$ cat config.mk
export PLATFORM = sky130hd
export DESIGN_NAME = irq_ctx_seq
export DESIGN_NICKNAME = d
export VERILOG_FILES = /design/src/rtl/irq_ctx_pkg.sv /design/src/rtl/irq_vec_table.sv /design/src/rtl/irq_ctx_stack.sv /design/src/rtl/irq_ctx_seq.sv
export SDC_FILE = /design/constraint.sdc
export NUM_CORES = 1
export LEC_CHECK = 0
export BUFFER_PORTS_ARGS = -buffer_cell sky130_fd_sc_hd__buf_4
export CAP_MARGIN = 20
export CORE_MARGIN = 2
export CORE_UTILIZATION = 30
export CTS_BUF_LIST = sky130_fd_sc_hd__clkbuf_2
export CTS_CLUSTER_DIAMETER = 30
export CTS_CLUSTER_SIZE = 25
export DETAILED_ROUTE_END_ITERATION = 10
export GPL_TIMING_DRIVEN = 1
export PLACE_DENSITY = 0.53
export SYNTH_ARGS = -nofsm -noshare
export SYNTH_HDL_FRONTEND = slang
export SYNTH_SLANG_ARGS = --single-unit
$ cat constraint.sdc
create_clock -name clk -period 4 [get_ports clk]
set_input_delay 0.4 -clock clk [delete_from_list [all_inputs] [get_ports clk]]
set_output_delay 0.4 -clock clk [all_outputs]
set_load 0.005 [all_outputs]
$ cat src/rtl/irq_ctx_pkg.sv
package irq_ctx_pkg;

  typedef enum logic [2:0] {
    SEQ_IDLE,
    SEQ_PUSH_PC,
    SEQ_PUSH_PSW,
    SEQ_VECTOR,
    SEQ_SERVICE,
    SEQ_POP_PSW,
    SEQ_POP_PC
  } seq_state_t;

  function automatic int unsigned max_w(input int unsigned a, input int unsigned b);
    return (a > b) ? a : b;
  endfunction

endpackage

$ cat src/rtl/irq_vec_table.sv
module irq_vec_table #(
  parameter int unsigned NUM_W  = 3,
  parameter int unsigned ADDR_W = 16
) (
  input  logic              clk,
  input  logic              we,
  input  logic [NUM_W-1:0]  waddr,
  input  logic [ADDR_W-1:0] wdata,
  input  logic [NUM_W-1:0]  raddr,
  output logic [ADDR_W-1:0] rdata
);
  localparam int unsigned ENTRIES = 1 << NUM_W;

  logic [ADDR_W-1:0] mem [ENTRIES];

  // single write port, registered read: maps to block RAM
  always_ff @(posedge clk) begin
    if (we) begin
      mem[waddr] <= wdata;
    end
    rdata <= mem[raddr];
  end

endmodule

$ cat src/rtl/irq_ctx_stack.sv
module irq_ctx_stack #(
  parameter int unsigned DEPTH  = 8,
  parameter int unsigned WORD_W = 16
) (
  input  logic              clk,
  input  logic              rst,
  input  logic              push,
  input  logic              pop,
  input  logic [WORD_W-1:0] wdata,
  output logic [WORD_W-1:0] rdata,
  output logic              overflow,
  output logic              underflow
);
  localparam int unsigned CNT_W = $clog2(DEPTH + 1);
  localparam int unsigned IDX_W = (DEPTH > 1) ? $clog2(DEPTH) : 1;

  logic [WORD_W-1:0] mem [DEPTH];
  logic [CNT_W-1:0]  count;
  logic              full;
  logic              empty;
  logic [IDX_W-1:0]  wr_idx;
  logic [IDX_W-1:0]  rd_idx;

  assign full   = (count == CNT_W'(DEPTH));
  assign empty  = (count == '0);
  assign wr_idx = IDX_W'(count);
  assign rd_idx = IDX_W'(count - CNT_W'(1));
  assign rdata  = empty ? '0 : mem[rd_idx];

  always_ff @(posedge clk) begin
    if (push && !full) begin
      mem[wr_idx] <= wdata;
    end
  end

  always_ff @(posedge clk) begin
    if (rst) begin
      count     <= '0;
      overflow  <= 1'b0;
      underflow <= 1'b0;
    end else begin
      if (push) begin
        if (full) overflow <= 1'b1;
        else      count    <= count + CNT_W'(1);
      end else if (pop) begin
        if (empty) underflow <= 1'b1;
        else       count     <= count - CNT_W'(1);
      end
    end
  end

  AST_FULL_NO_WRITE: assert property (@(posedge clk) disable iff (rst)
    (push && full) |=> (count == $past(count)));
  AST_OVERFLOW_STICKY: assert property (@(posedge clk) disable iff (rst)
    overflow |=> overflow);
  AST_UNDERFLOW_STICKY: assert property (@(posedge clk) disable iff (rst)
    underflow |=> underflow);

endmodule

$ cat src/rtl/irq_ctx_seq.sv
module irq_ctx_seq
  import irq_ctx_pkg::*;
#(
  parameter int unsigned NUM_W     = 3,
  parameter int unsigned PC_W      = 16,
  parameter int unsigned PSW_W     = 8,
  parameter int unsigned STK_DEPTH = 8
) (
  input  logic             clk,
  input  logic             rst,
  input  logic             irq_req,
  input  logic [NUM_W-1:0] irq_num,
  input  logic             instr_done,
  input  logic             rti_req,
  input  logic [PC_W-1:0]  core_pc,
  input  logic [PSW_W-1:0] core_psw,
  input  logic             vec_we,
  input  logic [NUM_W-1:0] vec_waddr,
  input  logic [PC_W-1:0]  vec_wdata,
  output logic             irq_ack,
  output logic             pc_load,
  output logic [PC_W-1:0]  pc_value,
  output logic             psw_load,
  output logic [PSW_W-1:0] psw_value,
  output logic             busy,
  output logic             in_service,
  output logic             stk_overflow,
  output logic             stk_underflow
);
  localparam int unsigned WORD_W = max_w(PC_W, PSW_W);

  seq_state_t        state, nxt;
  logic [NUM_W-1:0]  num_q;
  logic [PC_W-1:0]   pc_q;
  logic [PSW_W-1:0]  psw_q;
  logic              accept;
  logic              stk_push;
  logic              stk_pop;
  logic [WORD_W-1:0] stk_wdata;
  logic [WORD_W-1:0] stk_rdata;
  logic [PC_W-1:0]   vec_rdata;

  assign accept = (state == SEQ_IDLE) && irq_req && instr_done;

  always_comb begin
    nxt = state;
    unique case (state)
      SEQ_IDLE: begin
        if (accept)       nxt = SEQ_PUSH_PC;
        else if (rti_req) nxt = SEQ_POP_PSW;
      end
      SEQ_PUSH_PC:  nxt = SEQ_PUSH_PSW;
      SEQ_PUSH_PSW: nxt = SEQ_VECTOR;
      SEQ_VECTOR:   nxt = SEQ_SERVICE;
      SEQ_SERVICE:  if (rti_req) nxt = SEQ_POP_PSW;
      SEQ_POP_PSW:  nxt = SEQ_POP_PC;
      SEQ_POP_PC:   nxt = SEQ_IDLE;
      default:      nxt = SEQ_IDLE;
    endcase
  end

  assign stk_push  = (state == SEQ_PUSH_PC) || (state == SEQ_PUSH_PSW);
  assign stk_pop   = (state == SEQ_POP_PSW) || (state == SEQ_POP_PC);
  assign stk_wdata = (state == SEQ_PUSH_PC) ? WORD_W'(pc_q) : WORD_W'(psw_q);

  always_ff @(posedge clk) begin
    if (rst) begin
      state      <= SEQ_IDLE;
      num_q      <= '0;
      pc_q       <= '0;
      psw_q      <= '0;
      irq_ack    <= 1'b0;
      pc_load    <= 1'b0;
      pc_value   <= '0;
      psw_load   <= 1'b0;
      psw_value  <= '0;
      busy       <= 1'b0;
      in_service <= 1'b0;
    end else begin
      state      <= nxt;
      irq_ack    <= accept;
      if (accept) begin
        num_q <= irq_num;
        pc_q  <= core_pc;
        psw_q <= core_psw;
      end
      pc_load    <= (state == SEQ_VECTOR) || (state == SEQ_POP_PC);
      if (state == SEQ_VECTOR) pc_value <= vec_rdata;
      else if (state == SEQ_POP_PC) pc_value <= stk_rdata[PC_W-1:0];
      psw_load   <= (state == SEQ_POP_PSW);
      if (state == SEQ_POP_PSW) psw_value <= stk_rdata[PSW_W-1:0];
      busy       <= (nxt != SEQ_IDLE) && (nxt != SEQ_SERVICE);
      in_service <= (nxt == SEQ_SERVICE);
    end
  end

  irq_vec_table #(
    .NUM_W  (NUM_W),
    .ADDR_W (PC_W)
  ) u_vec_table (
    .clk   (clk),
    .we    (vec_we),
    .waddr (vec_waddr),
    .wdata (vec_wdata),
    .raddr (num_q),
    .rdata (vec_rdata)
  );

  irq_ctx_stack #(
    .DEPTH  (STK_DEPTH),
    .WORD_W (WORD_W)
  ) u_ctx_stack (
    .clk       (clk),
    .rst       (rst),
    .push      (stk_push),
    .pop       (stk_pop),
    .wdata     (stk_wdata),
    .rdata     (stk_rdata),
    .overflow  (stk_overflow),
    .underflow (stk_underflow)
  );

  AST_ACK_AT_BOUNDARY: assert property (@(posedge clk) disable iff (rst)
    irq_ack |-> $past(irq_req && instr_done));
  AST_ACK_PULSE: assert property (@(posedge clk) disable iff (rst)
    irq_ack |=> !irq_ack);
  AST_PSW_THEN_PC: assert property (@(posedge clk) disable iff (rst)
    psw_load |=> pc_load);
  AST_MASKED_IN_SERVICE: assert property (@(posedge clk) disable iff (rst)
    (in_service || busy) |=> !irq_ack);

endmodule

# [Word-level counts from Yosys, hierarchy flattened]
# Memories as Yosys holds them, arrays and structs flattened. A register that Yosys moved wholly into a read port is not among the register bits.
# Index checks and enable logic that the tools add are counted.
[classes] eq_ne=11 shift=0 mul=0 bitwise=1 reduce_logical=16 div_mod_pow=0 order_cmp=0 add_sub_neg=2 n_mux=15
[op_table] op="2-to-1 mux 16 bit" count=4
[op_table] op="case mux 3 bit (6 select lines)" count=1
[op_table] op="2-to-1 mux 4 bit" count=4
[op_table] op="== test 3 bit, second input constant" count=4
[op_table] op="== test 3 x 2 -> 1 bit, second input constant" count=2
[op_table] op="2-to-1 mux 3 bit" count=2
[op_table] op="AND reduction 3 bit" count=2
[op_table] op="adder 4 x 1 -> 4 bit, second input constant" count=1
[op_table] op="== test 4 bit, second input constant" count=1
[op_table] op="logical AND 1 bit" count=4
[op_table] op="zero test 4 bit" count=1
[op_table] op="2-to-1 mux 1 bit" count=4
[op_table] op="nonzero test 2 bit" count=2
[op_table] op="subtractor 4 x 1 -> 4 bit, second input constant" count=1
[op_table] op="== test 3 x 1 -> 1 bit, second input constant" count=1
[op_table] op="zero test 3 bit" count=1
[op_table] op="logical OR 1 bit" count=3
[op_table] op="inequality test 3 bit, second input constant" count=1
[op_table] op="nonzero test 3 bit" count=1
[op_table] op="inequality test 2 x 1 -> 1 bit, second input constant" count=1
[op_table] op="inequality test 2 bit, second input constant" count=1
[op_table] op="AND reduction 2 bit" count=1
[op_table] op="zero test 1 bit" count=1
[op_table] op="NOT 1 bit" count=1
[word_totals] latchBits=0 memories=2 in_bits=52 mem_bits_ro=0 output_inout_bits=31 register_bits=65 ramBits=256
[mem_list] memory="u_ctx_stack.mem" depth=8 width=16 rd=1 rd_ports_with_merged_regs=0 wr=1 line="irq_ctx_stack.sv:17" text="logic [WORD_W-1:0] mem [DEPTH];"
[mem_list] memory="u_vec_table.mem" depth=8 width=16 rd=1 rd_ports_with_merged_regs=1 wr=1 line="irq_vec_table.sv:14" text="logic [ADDR_W-1:0] mem [ENTRIES];"

# [Logic depth before layout (Yosys ltp)]
[logic_depth] depth_word=7 depth_mapped=9 depth_no_buf=6

# [Modules after synthesis]
# From an unflattened synthesis, not the netlist that was laid out.
[hier_totals] hier_cells=782 hier_area_um2=13028.7
[modules_own_cells] module="irq_ctx_stack" area_each_um2=5300.1 cells_each=278 n_inst=1
[modules_own_cells] module="irq_vec_table" area_each_um2=5293.8 cells_each=214 n_inst=1
[modules_own_cells] module="irq_ctx_seq" area_each_um2=2434.8 cells_each=290 n_inst=1

# [Least setup slack after synthesis]
# No wires, ideal clock.
[synth_timing] path_type="register to register" start="reg u_ctx_stack.count[0]" end="mem u_ctx_stack.mem[0][0], enable pin" synth_period_minus_slack_ns=2.798 t_required_ns=3.591 path_slack_ns=1.202 t_arrival_ns=2.389 setup_ns=0.409 stages_incl_launch_ff=7 path_buffers=1 path_cell_list="dfxtp_1 inv_1 clkbuf_1 ha_1 a21oi_1 nand2_1 nor3_1"
[synth_between] elab_chain_len=5
[synth_lines] item="start: declaration" line="irq_ctx_stack.sv:18" text="logic [CNT_W-1:0] count;"
[synth_lines] item="start signal: assignment" line="irq_ctx_stack.sv:44" text="else count <= count + CNT_W'(1);"
[synth_lines] item="start signal: assignment" line="irq_ctx_stack.sv:47" text="else count <= count - CNT_W'(1);"
[synth_lines] item="== test 4 bit" line="irq_ctx_stack.sv:24" text="assign full = (count == CNT_W'(DEPTH));"
[synth_lines] item="zero test 1 bit" line="irq_ctx_stack.sv:31" text="if (push && !full) begin"
[synth_lines] item="logical AND 1 bit" line="irq_ctx_stack.sv:31"
[synth_lines] item="2-to-1 mux 1 bit" line="irq_ctx_stack.sv:31"
[synth_lines] item="2-to-1 mux 1 bit (not written as such)" line="irq_ctx_stack.sv:32" text="mem[wr_idx] <= wdata;"
[synth_lines] item="end: declaration" line="irq_ctx_stack.sv:17"
# Several ways; a longest one is shown, not always the timed one.

# [Worst setup path after layout]
[layout_timing] start="reg state[0]" end="reg pc_q[4]"
[layout_between] elab_chain_len=3
[layout_lines] item="start: declaration" line="irq_ctx_seq.sv:32" text="seq_state_t state, nxt;"
[layout_lines] item="start signal: assignment" line="irq_ctx_seq.sv:80" text="state <= nxt;"
[layout_lines] item="zero test 3 bit" line="irq_ctx_seq.sv:43" text="assign accept = (state == SEQ_IDLE) && irq_req && instr_done;"
[layout_lines] item="logical AND 1 bit (2 in series)" line="irq_ctx_seq.sv:43"
[layout_lines] item="end signal: assignment" line="irq_ctx_seq.sv:84" text="pc_q <= core_pc;"
[layout_lines] item="end: declaration" line="irq_ctx_seq.sv:34" text="logic [PC_W-1:0] pc_q;"
# Every way passes these cells.
# A chain may end at the register's enable or synchronous reset.

==> results.sh <==
export IMPL_outcome="completed"
export IMPL_p_per_area_mw_per_mm2=545
export IMPL_fmaxAchievable_ghz=0.323
export IMPL_power_leakage_nw=5.72
export IMPL_io_buffers=82
export IMPL_m1WireLength_um=13200
export IMPL_drive_above_1_share_pct=30.3
export IMPL_async_reset_ff_share_pct=0
export IMPL_die_y_um=212
export IMPL_wl_um=30400
export IMPL_final_cell_mix="edfxtp_1, buf_4, dfxtp_1, nand2_1, dlygate4sd3_1"
export IMPL_clock_latency_ns=0.95
export IMPL_syn_avg_cell_area_um2=15.9
export IMPL_syn_nets=866
export IMPL_syn_inst=812
export IMPL_fp_dieW_um=212
export IMPL_grt_overflow=0
export IMPL_topRoutingLayerUsed="met5"
export IMPL_hp_class="in2reg"
export IMPL_cts_hold_buf=76
export IMPL_final_common_cell="edfxtp_1"
export IMPL_drt_first_pass_iters=5
export IMPL_yosysUniqueCellTypes=48
export IMPL_die_area_mm2=0.0448
export IMPL_rsz0062_at_grt="false"
export IMPL_grt_pass1_vias=7788
export IMPL_post_place_ws_ns=1.24
export IMPL_slew_headroom_pct=29.5
export IMPL_cts_sinks=337
export IMPL_yosysWarnings=0
export IMPL_yosysSeqAreaShare_pct=71.9
export IMPL_synth_edf_count=256
export IMPL_hold_slack_ns=0.155
export IMPL_finalHoldViolations=0
export IMPL_htreeDepth=2
export IMPL_ctsResizeCount=0
export IMPL_drc_errors=0
export IMPL_cts_reportedPaths_clkPinSlew_ns=0.16
export IMPL_critPathMaxFanout=27
export IMPL_area_growth_synth_to_final_pct=23.9
export IMPL_cts_buffer_depth=3
export IMPL_grtUsageTotal_pct=13.7
export IMPL_dr_total_vias=7630
export IMPL_start_util_pct=30.2
export IMPL_hpwl_um=19200
export IMPL_io_pin_count=83
export IMPL_wl_met2_um=14900
export IMPL_gpl_final_weighted_congestion=0.706
export IMPL_netlist_area_leader_share_pct=59.4
export IMPL_ys_ff_latch=337
export IMPL_worst_slack_ns=0.905
export IMPL_drv_slew=0
export IMPL_skew_ns=0.0694
export IMPL_avgRoutedWirePerCell_um=18.3
export IMPL_yosysTopAreaCell="edfxtp_1"
export IMPL_period_needed_ns=3.09
export IMPL_setup_viol=0
export IMPL_finalSetupTns_ns=0
export IMPL_power_total_mw=8.74
export IMPL_worstMarginPinSlew_ns=1.06
export IMPL_min_period_over_period_pct=77.4
export IMPL_antenna_found_initial=3
export IMPL_ant_nets=0
export IMPL_synth_area_leaders="edfxtp_1, dfxtp_1, mux4_2, mux2_2, mux2i_1"
export IMPL_synth_flop_cell="edfxtp_1"
export IMPL_required_ns=4.90
export IMPL_post_cts_buffers=0
export IMPL_route_met3_wl_um=1320
export IMPL_fillCellCount=4089
export IMPL_cts_tree="yes"
export IMPL_maxCapViolCount=0
export IMPL_routed_via_density=4.60
export IMPL_fp_row_count=76
export IMPL_root_buffer="clkbuf_2"
export IMPL_drtIter0Drc=519
export IMPL_arrival_ns=4.00
export IMPL_nNetsFinal=1075
export IMPL_start_kind="flip-flop"
export IMPL_grt_pass1_wl_um=46000
export IMPL_endpoint_kind="flip-flop"
export IMPL_syn_area_mm2=0.0129
export IMPL_ir_worst_vdd_uv=284
export IMPL_crit_type="reg2reg"
export IMPL_core_mm2=0.0429
export IMPL_cts_buffers_inserted=61
export IMPL_grt_max_degree=62
==> metal layers <==
metal  vias up  track usage [%]
met2       173             23.2
met1      3781             17.2
met5         -                0
met4         2             5.05
met3        66             2.73
li1       3608                -
==> cell type report <==
cell class | count | area (µm²) | share of cell area (%)
multi-input cells | 422 | 3410 | 21.3
clock buffers | 68 | 340 | 2.12
repair buffers | 195 | 1670 | 10.4
diodes | 2 | 5.00 | 0.0312
inverters | 4 | 15.0 | 0.0936
well taps | 585 | 732 | 4.56
flip-flops and latches | 337 | 9310 | 58.0
clock inverters | 46 | 557 | 3.47
==> Yosys cell counts, types with 3 or more instances <==
cell	instances
a21oi_1	35
a22o_1	16
a22oi_1	16
a31oi_1	3
and2_1	8
buf_1	4
buf_2	21
buf_6	3
clkbuf_1	20
dfxtp_1	81
edfxtp_1	256
inv_1	3
mux2_2	57
mux2i_1	32
mux4_2	32
nand2_1	78
nand2b_1	6
nand3_1	33
nand4_1	8
nor2_1	20
nor2b_1	4
nor3_1	7
o21ai_0	9
o21ai_1	3
o22ai_1	24
o32ai_1	8
==> power breakdown <==
group	switching, mW	internal [mW]	leakage, nW
combinational	1.17	0.798	2.05
clock	1.37	1.32	0.536
sequential	0.135	3.95	3.13
==> registers in the layout, summed over array words and instances, names as in the netlist <==
register / cells
u_ctx_stack.mem: 128
u_vec_table.mem: 128
pc_q: 16
pc_value: 16
u_vec_table.rdata: 16
psw_q: 8
psw_value: 8
u_ctx_stack.count: 4
num_q: 3
state: 3
busy: 1
in_service: 1
irq_ack: 1
pc_load: 1
psw_load: 1
u_ctx_stack.overflow: 1
u_ctx_stack.underflow: 1
==> worst max-delay path: stages, from the launching register on <==
cell           delay, ns
dfxtp_1             1.04
nor2_1              0.23
nand4b_1            0.61
buf_4               0.37
nand2_1             0.10
a21oi_1             0.17
dlygate4sd3_1       0.56
==> metrics by stage <==
stage | instance area [µm²] | std cells | utilization [%]
3_5_place_dp | 14400 | 1467 | 33.5
3_3_place_gp | 14400 | 1466 | 33.5
4_1_cts | 16000 | 1657 | 37.4
6_report | 16000 | 1659 | 37.4
5_1_grt | 16000 | 1658 | 37.4
2_1_floorplan | 12900 | 812 | -
==> cell families after synthesis <==
group / share of synthesized area, %
adder cells (fa/ha/maj): 0.193
multiplexers: 13.1
flip-flops: 71.9
AND/OR/NAND/NOR: 6.32
XOR/XNOR: 0.667
buffers and inverters: 1.94
AO/OA/AOI/OAI: 5.91
==> path summary, 6_finish.rpt <==
path,slack [ns],depth (start not counted),endpoint,start
worst max-delay path,0.91,6,pc_q[4]$_SDFFE_PP0P_,state[0]$_SDFF_PP0_
worst min-delay path,0.15,3,u_vec_table.mem[6][7]$_DFFE_PP_,vec_waddr[2]
worst min register to register,0.49,2,psw_value[2]$_SDFFE_PP0P_,psw_value[2]$_SDFFE_PP0P_
worst max register to register,0.91,6,pc_q[4]$_SDFFE_PP0P_,state[0]$_SDFF_PP0_
No activity file was read; power rests on OpenSTA's default activity.
